`config.mk`:
```
export PLATFORM = sky130hd
export DESIGN_NAME = multicart_bank_mapper
export DESIGN_NICKNAME = d
export VERILOG_FILES = /design/src/rtl/multicart_bank_mapper.sv
export SDC_FILE = /design/constraint.sdc
export NUM_CORES = 1
export LEC_CHECK = 0
export BUFFER_PORTS_ARGS = -buffer_cell sky130_fd_sc_hd__buf_2
export CAP_MARGIN = 5
export CELL_PAD_IN_SITES_DETAIL_PLACEMENT = 1
export CELL_PAD_IN_SITES_GLOBAL_PLACEMENT = 2
export CORE_UTILIZATION = 13
export DETAILED_ROUTE_END_ITERATION = 12
export GPL_TIMING_DRIVEN = 1
export PLACE_DENSITY_LB_ADDON = 0.1
export RECOVER_POWER = 100
export SLEW_MARGIN = 15
export SYNTH_ARGS = -nofsm -noshare
export SYNTH_HDL_FRONTEND = slang
export SYNTH_SLANG_ARGS = --single-unit
```
`constraint.sdc`:
```
create_clock -name clk -period 1 [get_ports clk]
set_clock_uncertainty 0.2 [all_clocks]
set_input_delay 0.15 -clock clk [delete_from_list [all_inputs] [get_ports clk]]
set_output_delay 0.15 -clock clk [all_outputs]
set_load 0.05 [all_outputs]
```
`src/rtl/multicart_bank_mapper.sv`:
```
module multicart_bank_mapper #(
  parameter int          CPU_AW    = 16,
  parameter int          PPU_AW    = 13,
  parameter int          DW        = 8,
  parameter int          BANK_W    = 3,
  parameter int          STYLE_BIT = 14,
  parameter int          MIRR_BIT  = 3,
  parameter logic [15:0] RD_MASK   = 16'hE010,
  parameter logic [15:0] RD_MATCH  = 16'h6000,
  localparam int         PRG_AW    = BANK_W + 14,
  localparam int         CHR_AW    = BANK_W + 13
) (
  input  logic              clk,
  input  logic              rst_n,
  input  logic [CPU_AW-1:0] cpu_addr,
  input  logic              cpu_rw,
  input  logic [PPU_AW-1:0] ppu_addr,
  output logic [PRG_AW-1:0] prg_addr,
  output logic [CHR_AW-1:0] chr_addr,
  output logic              ciram_a10,
  output logic [DW-1:0]     cpu_rdata,
  output logic [DW-1:0]     cpu_oe
);

  logic              style_q;
  logic              mirr_q;
  logic [BANK_W-1:0] bank_q;
  logic              hit_rd;

  always_ff @(posedge clk) begin
    if (!rst_n) begin
      style_q <= 1'b0;
      mirr_q  <= 1'b0;
      bank_q  <= '0;
    end else if (!cpu_rw && cpu_addr[CPU_AW-1]) begin
      style_q <= cpu_addr[STYLE_BIT];
      mirr_q  <= cpu_addr[MIRR_BIT];
      bank_q  <= cpu_addr[BANK_W-1:0];
    end
  end

  assign prg_addr[13:0]       = cpu_addr[13:0];
  assign prg_addr[PRG_AW-1:15] = bank_q[BANK_W-1:1];
  assign prg_addr[14]         = style_q ? cpu_addr[14] : bank_q[0];

  assign chr_addr  = {bank_q, ppu_addr[12:0]};
  assign ciram_a10 = mirr_q ? ppu_addr[11] : ppu_addr[10];

  assign hit_rd    = cpu_rw && ((cpu_addr & RD_MASK) == RD_MATCH);
  assign cpu_oe    = {hit_rd, {(DW-1){1'b0}}};
  assign cpu_rdata = {hit_rd, {(DW-1){1'b0}}};

endmodule


```
Word-level counts from Yosys, hierarchy flattened
Cells that the tools add are included.

cells by class
  equal/unequal tests = 1
  multiplexer cells = 2
  reduce and logical (&&, ||, !) cells = 3

operators by type and width
  operator              number
  $eq A4 B3 Y1 const B  1
  $logic_and A1 B1 Y1   2
  $mux W1               2
  $logic_not A1 Y1      1

storage, ports and cells
  bits in registers = 5
  bits of input ports = 32
  logic and storage cells = 9
  output and inout bits = 50

Depth between registers and ports, before layout
Gate-level depths: netlist of run 1.

  word-level depth = 2
  gate-level depth with buffers = 3
  depth with buffers taken out = 2

Worst setup path before layout of run 1
OpenSTA, ideal clock, no wires.

  path kind = flip-flop to output port
  start = register bank_q[0]
  end = output prg_addr[14]
  data required time = 650 ps
  buffers on the path = 0
  arrival = 1048 ps
  stages on the path, launching flop included = 2
  path slack = -398 ps
  cell sequence = dfxtp_1 mux2_2

on the way
  word-level cells in the longest chain between the ends = 1

RTL lines
  what                      RTL line  RTL
  start: declaration        27        logic [BANK_W-1:0] bank_q;
  start signal: assignment  38        bank_q <= cpu_addr[BANK_W-1:0];
  $mux W1                   44        assign prg_addr[14] = style_q ? cpu_addr[14] : bank_q[0];
  end: declaration          18        output logic [PRG_AW-1:0] prg_addr,

Every way passes these cells.

Final worst setup path of run 1
  start = register style_q
  end = output prg_addr[14]

on the way
  word-level cells in the longest chain between the ends = 1

RTL lines
  what                      RTL line  RTL
  start: declaration        25        logic style_q;
  start signal: assignment  36        style_q <= cpu_addr[STYLE_BIT];
  $mux W1                   44

Every way passes these cells.

==> results.toml, run 1 <==
[run_status]
status = "finished, violations left"
failed_checks = "hold timing, setup timing"

[critical_path]
cpMaxStageDelayCell = "dfxtp_2"
crit_family = "flip-flops"
rrSetupSlack_ns = 0.04
worstPathArrival_ns = 1.00
startpoint = "style_q"
critPathBufInv = 1
rr_startpoint = "bank_q[0]"
worstSetupStartpointType = "flip-flop"
worst-setup-path-type = "reg -> out"
critPathRequiredTime_ns = 0.65
slowest_delay_ns = 0.33
worstSetupEndpointType = "primary output"
path_max_fanout = 2
crit_chain = "mux2_4 > buf_6"

[pwr]
switchingPower_w = 0.0003950
leakagePower_nw = 0.3387
ir_drop_uv = 218.5
switching_share = 0.4002
pwr-share-seq = 0.223
p_per_area_nw_per_um2 = 1422
combPwrFrac = 0.404
p_int_w = 0.0005921
power_frac_clock = 0.373
finalPower_w = 0.0009871

[detailed_routing]
routed_wl_mm = 1.091
wl_met3_um = 161
met1_length_um = 422
vias_per_cell = 2.984
dr.max_layer_used = "met4"
wl_per_cell_um = 8.523
dr_wl_met2_um = 475
drc = 0
drt_iter0_markers = 0
antenna_left = 0
dr.pass1.iters = 1
vias = 382

[synth]
seq_area_frac_synth = 0.1677
netlist_area_um2 = 596.8
synth.distinct_cells = 11
yosys-top-cells-area = "buf_4, dfxtp_1, mux2i_1"
synth_seq_cells = 5
avgSynthCellArea_um2 = 8.176
netlist.top_cell.by_area = "buf_4"
syn_inst = 73
synth_top_area_share = 0.5660
yosys_warnings = 0

[die]
fp.dieArea_um2 = 4866
fp.coreArea_um2 = 4384
die_w_um = 69.76
num_rows = 24
die_h_um = 69.76
io_pins = 82
start_util = 0.1361

[job]
drv_cap = 0

[timing]
period_needed_ns = 1.352
hold_viol = 3
rsz0062_at_grt = "yes"
max_freq_ghz = 0.7399
finalSetupViolCount = 9
fin_crit_sh = 1.352
drv_slew = 0
hold_slack_ns = -0.02238
setup_ws_ns = -0.3516

[cells_and_area]
n_antenna_cell = 0
finalNetCount = 109
synthToLayoutAreaGrowth_pct = 16.35
utilization = 0.1584
drive_gt1_frac = 0.5921

[worst_hold_path]
hold_path.class = "in -> reg"
hp-start = "cpu_addr[0]"

[global_route]
grt_max_degree = 11
grt_pass1_vias = 385
grt_usage = 0.04557
grt_antenna_before_repair = 0
grt_overflow = 0
grt_first_pass_wirelength_mm = 1.697

[place]
port_buffers = 29
place_congestion = 0.5674
dpl.hpwl_um = 927.9

[clock_tree]
cts_made_buffers = 3
cts_buffer_depth = 2
htreeDepth = 1
clkLatencyLatePin_ns = 0.22
cts.reportedPaths.clkPinSlew_ns = 0.03
root_buffer = "clkbuf_8"
cts.sinks = 5
cts_tree = "yes"
-- routing by layer --
layer | track usage | vias up
met5 | 0 | -
met4 | 0.03556 | 0
met3 | 0.02326 | 7
met2 | 0.07012 | 29
met1 | 0.04661 | 168
li1 | - | 178
-- repair_timing --
action / in CTS / in global routing
hold endpoints to repair: 4 / 2
resized for setup: 27 / 3
setup buffers: 1 / 2
cloned: 0 / 0
setup endpoints to repair: 9 / 9
-- cell families (layout without fill, tap and decap cells) --
family / after synthesis / in the layout / share of synthesized area
mux: 7 / 7 / 0.1216
flops: 5 / 5 / 0.1677
buf+inv: 47 / 37 / 0.5933
simple gates: 13 / 13 / 0.1111
other cells: 1 / 14 / 0.006283
-- state kept, by name, summed over array words and instances, names as in the netlist --
register and count:
bank_q 3, mirr_q 1, style_q 1
-- final timing paths --
check	end	cells after the start
min	bank_q[0]	3
max reg2reg	bank_q[0]	4
max	prg_addr[14]	2
min reg2reg	style_q	2
-- metrics by stage --
step	instance area (µm²)	worst slack, ns	cells	setup TNS (ns)
2_1_floorplan	678.2	-0.09983	86	-0.2638
3_3_place_gp	541.8	-0.2099	122	-0.8112
3_5_place_dp	541.8	-0.2353	122	-0.9003
4_1_cts	684.4	-0.3627	127	-1.628
5_1_grt	694.4	-0.3900	128	-1.960
6_report	694.4	-0.3516	128	-1.698
-- worst register-to-register path, stage by stage (launching register included) --
cell	delay [ns]
dfxtp_4	0.33
buf_6	0.11
buf_6	0.10
nand2_2	0.04
mux2i_1	0.05
-- power groups by stage --
stage	sequential, W	clock (W)	combinational, W
after CTS	0.000220	0.000384	0.000396
final	0.000220	0.000368	0.000398
after global placement	0.000218	0	0.000355
after floorplan	0.000239	0	0.000544
after detailed placement	0.000218	0	0.000355
after global routing	0.000222	0.000401	0.000416
-- cells in the final DEF (no fill, tap or decap) --
cell type and instances:
buf_2 11, buf_4 2, buf_6 6, buf_8 6
clkbuf_1 1, clkbuf_2 8, clkbuf_8 3, conb_1 14
dfxtp_1 1, dfxtp_2 2, dfxtp_4 2, mux2_4 2
mux2i_1 5, nand2_1 9, nand2_2 1, nand3b_1 1
nor2b_4 1, nor3b_2 1
-- synthesized netlist by cell type (all sizes together) --
master	count
buf	46
nand2	10
dfxtp	5
mux2i	5
mux2	2
clkbuf	1
conb	1
nand3b	1
nor2b	1
nor3b	1
-- area by class of cell --
type	instances	area, µm²
multi-input combinational	34	206.4
tap	52	65.06
clock buffer	4	45.04
sequential	5	110.1
fill	534	3690
timing repair buffer	33	267.8
No activity file was read; power rests on OpenSTA's default activity.
==> inputs of run 2 (changes only) <==
Settings changed: CTS_BUF_LIST set to sky130_fd_sc_hd__clkbuf_8.
==> run 2 against run 1 <==
Net effect: the run still ends with hold timing, setup timing left; die area is the same; utilization is the same; sequential power is essentially flat; via count shrank 0.26%; fmax is essentially flat.
==> results.toml, run 2 (synthesized netlist as in run 1, its figures left out) <==
[global_route]
grt_overflow = 0
grt_pass1_vias = 385
grt_usage = 0.04557
grt_first_pass_wirelength_mm = 1.697
grt_max_degree = 11
grt_antenna_before_repair = 0

[timing]
rsz0062_at_grt = "yes"
setup_tns_ns = -1.703
fin_crit_sh = 1.352
max_freq_ghz = 0.7399
finalSetupViolCount = 9
hold_slack_ns = -0.02234
drv_slew = 0
hold_viol = 3
setup_ws_ns = -0.3515
period_needed_ns = 1.352

[critical_path]
worst-setup-path-type = "reg -> out"
worstSetupEndpointType = "primary output"
slowest_delay_ns = 0.33
crit_chain = "mux2_4 > buf_6"
critPathRequiredTime_ns = 0.65
path_max_fanout = 2
worstPathArrival_ns = 1.00
cpMaxStageDelayCell = "dfxtp_2"
worstSetupStartpointType = "flip-flop"

[cells_and_area]
largest_reg_flops = 3
regMostFlops = "bank_q"
finalNetCount = 109
drive_gt1_frac = 0.5921
synthToLayoutAreaGrowth_pct = 16.35
layout_common_cells = "conb_1, buf_2, nand2_1"
stdcell_area_um2 = 694.4
reg.largest.list = "bank_q x3, mirr_q x1, style_q x1"
final_common_cell = "conb_1"
n_antenna_cell = 0

[detailed_routing]
drt_iter0_markers = 0
wl_per_cell_um = 8.531
routed_wl_mm = 1.092
vias = 381
vias_per_cell = 2.977
dr.pass1.iters = 1
antenna_left = 0
drc = 0

[clock_tree]
clkLatencyLatePin_ns = 0.22
cts.reportedPaths.clkPinSlew_ns = 0.03
cts.sinks = 5
htreeDepth = 1
cts_tree = "yes"
cts_buffer_depth = 2
root_buffer = "clkbuf_8"
cts_made_buffers = 3

[pwr]
p_per_area_nw_per_um2 = 1409
leakagePower_nw = 0.3429
ir_drop_uv = 212.1

[place]
dpl.hpwl_um = 927.9
placed_area_um2 = 541.8
place_congestion = 0.5674
place_ws_ns = -0.2353
port_buffers = 29

[die]
io_pins = 82
fp.coreArea_um2 = 4384
start_util = 0.1361
die_w_um = 69.76
num_rows = 24
fp.dieArea_um2 = 4866
die_h_um = 69.76

[run_status]
status = "finished, violations left"
failed_checks = "hold timing, setup timing"

[job]
drv_cap = 0

[worst_hold_path]
hold_path.class = "in -> reg"
run 2: layout make-up:
class	count	area, µm²
clock buffer	3	41.29
fill	534	3690
sequential	5	110.1
multi-input combinational	34	206.4
tap	52	65.06
clock inverter	1	3.754
timing repair buffer	33	267.8
run 2: per-layer routing:
| metal | GRT usage | share of wire |
|---|---|---|
| met1 | 0.04661 | 0.39 |
| met2 | 0.07012 | 0.43 |
| met3 | 0.02326 | 0.15 |
| met4 | 0.03556 | 0.028 |
| met5 | 0 | 0 |
run 2: path summary, 6_finish.rpt:
| check | cells past startpoint | slack, ns | endpoint | start |
|---|---|---|---|---|
| max reg2reg | 4 | 0.04 | bank_q[0] | bank_q[0] |
| max | 2 | -0.35 | prg_addr[14] | style_q |
| min reg2reg | 2 | 0.27 | style_q | style_q |
| min | 3 | -0.02 | bank_q[0] | cpu_addr[0] |
run 2: power breakdown:
part / leakage (nW) / total, W / switching, W / internal, W
Sequential: 0.0432 / 0.000220 / 0.0000107 / 0.000210
Clock: 0.0269 / 0.000360 / 0.0000968 / 0.000263
Combinational: 0.273 / 0.000398 / 0.000289 / 0.000109
run 2: stage by stage:
stage | hold WS, ns | instances | total power, W | utilization
final | -0.02234 | 128 | 0.0009784 | 0.1584
after global routing | -0.001350 | 128 | 0.001030 | 0.1584
after CTS | -0.02482 | 127 | 0.0009906 | 0.1561
after detailed placement | 0.1003 | 122 | 0.0005736 | 0.1236
after global placement | 0.1003 | 122 | 0.0005725 | 0.1236
after floorplan | 0.08156 | 86 | 0.0007838 | -
run 2: worst max-delay path, delay by kind of cell, from the launching register on:
| family | cells | cell delay [ns] |
|---|---|---|
| DFF | 1 | 0.33 |
| muxes | 1 | 0.30 |
| buffers and inverters | 1 | 0.15 |
run 2: timing repair:
item,CTS,global route
hold endpoints to repair,4,2
cloned,0,0
setup endpoints to repair,9,9
pin swaps,0,0
buffers inserted,1,2
resized for setup,27,3
==> inputs of run 3 (changes only) <==
Settings changed: ABC_AREA set to 1.
==> run 3 against run 2 <==
Net effect: the run still ends with hold timing, setup timing left; combinational power rose by 13%; sequential cell count unchanged; synthesized cell count up 18%; sequential share of layout area shrank 0.43 points; count of clock-buffer cells in the layout did not move; routed wire length grew 9.2%.
==> results.toml, run 3 <==
[run_status]
status = "finished, violations left"
failed_checks = "hold timing, setup timing"

[clock_tree]
cts_made_buffers = 3
clkLatencyLatePin_ns = 0.22
cts.sinks = 5
cts_tree = "yes"
htreeDepth = 1
cts_setup_buffers = 0
root_buffer = "clkbuf_8"
cts.reportedPaths.clkPinSlew_ns = 0.03
cts_buffer_depth = 2

[cells_and_area]
n_antenna_cell = 0
finalNetCount = 125
synthToLayoutAreaGrowth_pct = 21.99
regArea_um2 = 111.4
final_cells = 144
regMostFlops = "bank_q"
multi_input_area_um2 = 220.2
largest_reg_flops = 3
reg.largest.list = "bank_q x3, mirr_q x1, style_q x1"
drive_gt1_frac = 0.5217
final_common_cell = "conb_1"
nFillCells = 519
layout_common_cells = "conb_1, buf_2, nor2_1"

[synth]
netlist.top_cell.by_area = "buf_4"
seq_area_frac_synth = 0.1691
avgSynthCellArea_um2 = 6.882
yosys_warnings = 0
synth_top_area_share = 0.5708
synth_top_flop_cell = "dfxtp_1"
yosysMostFrequentCell = "buf_4"
yosys-top-cells-count = "buf_4, nor2_1, inv_1, nand2_1, nand3_1"
syn_inst = 86
netlist_area_um2 = 591.8
yosys-top-cells-area = "buf_4, dfxtp_1, nor2_1"
synth_edf_count = 0
synth.distinct_cells = 12
synth_seq_cells = 5
synth-async-reset-ratio = 0

[detailed_routing]
drt_iter0_markers = 7
vias = 417
antenna_left = 0
drc = 0
dr.pass1.iters = 4
wl_per_cell_um = 8.278
routed_wl_mm = 1.192
vias_per_cell = 2.896

[global_route]
grt_usage = 0.05347
grt_pass1_vias = 428
grt_first_pass_wirelength_mm = 1.987
grt_antenna_before_repair = 0
grt_overflow = 0
grt_max_degree = 6

[critical_path]
worstPathArrival_ns = 0.89
worstSetupEndpointType = "primary output"
crit_family = "flip-flops"
path_max_fanout = 3
worstSetupStartpointType = "flip-flop"
cpMaxStageDelayCell = "dfxtp_4"
worst-setup-path-type = "reg -> out"
slowest_delay_ns = 0.37
critPathBufInv = 1
critPathRequiredTime_ns = 0.65
crit_chain = "nor2_4 > a21oi_4 > buf_6"

[timing]
drv_slew = 0
max_freq_ghz = 0.8053
finalSetupViolCount = 9
rsz0062_at_grt = "yes"
hold_viol = 1
period_needed_ns = 1.242
fin_crit_sh = 1.242
setup_ws_ns = -0.2417
hold_slack_ns = -0.009105

[die]
fp.dieArea_um2 = 4826
num_rows = 24
fp.coreArea_um2 = 4354
start_util = 0.1359
io_pins = 82
die_w_um = 69.47
die_h_um = 69.47

[pwr]
leakagePower_nw = 0.3833
p_per_area_nw_per_um2 = 1446
ir_drop_uv = 253.6
finalPower_w = 0.001044

[place]
dpl.hpwl_mm = 1.057
port_buffers = 29
place_ws_ns = -0.1971
place_inst = 140
place_congestion = 0.6057

[worst_hold_path]
hold_path.class = "in -> reg"

[job]
drv_cap = 0
[run 3: timing repair]
action | in CTS | in global routing
pin swaps | 2 | 1
endpoints found under the setup margin | 9 | 9
endpoints found under the hold margin | 3 | 0
gates resized for setup | 29 | 0
[run 3: through the flow]
step           cell area [µm²]  hold WS [ns]  setup TNS [ns]    util
6_report                 721.9     -0.009105          -1.591  0.1658
5_1_grt                  721.9       0.01208          -1.964  0.1658
4_1_cts                  733.2     -0.004183          -1.269  0.1684
3_5_place_dp             596.8        0.1003         -0.7707  0.1371
3_3_place_gp             596.8        0.1003         -0.7098  0.1371
2_1_floorplan            686.9       0.06103         -0.1453       -
[run 3: report_power, final]
group	total [W]	switching, W	internal, W
Clock	0.000363	0.0000995	0.000263
Combinational	0.000448	0.000331	0.000118
Sequential	0.000233	0.0000203	0.000212
[run 3: final cells by class]
class | instances | area share
repair buffers | 34 | 0.3466
clock inverters | 1 | 0.005199
multi-input cells | 41 | 0.3050
inverters | 8 | 0.04159
well taps | 52 | 0.09012
clock buffers | 3 | 0.05719
flip-flops and latches | 5 | 0.1542
[run 3: cells by family after synthesis]
logic type | share of synthesized area
AND/OR/NAND/NOR | 0.1860
other | 0.006336
buffers and inverters | 0.6216
flip-flops | 0.1691
AO/OA/AOI/OAI | 0.01690
[run 3: worst reg2reg max path, delay by kind of cell, from the launching register on]
family	cells	cell delay (ns)
simple gates	2	0.15
buf+inv	1	0.11
flops	1	0.34
[run 3: final timing paths]
check,startpoint,slack (ns),endpoint,cells after the start
worst max-delay path,style_q,-0.24,prg_addr[14],3
worst min-delay path,rst_n,-0.009,mirr_q,3
worst max register to register,bank_q[0],0.10,bank_q[0],3
worst min register to register,mirr_q,0.33,mirr_q,2
[run 3: per-layer routing]
layer | vias up | track usage | wire, µm
met3 | 8 | 0.02326 | 145
met1 | 174 | 0.05590 | 435
met2 | 24 | 0.08414 | 580
met5 | - | 0 | 0
li1 | 211 | - | -
met4 | 0 | 0.04082 | 31
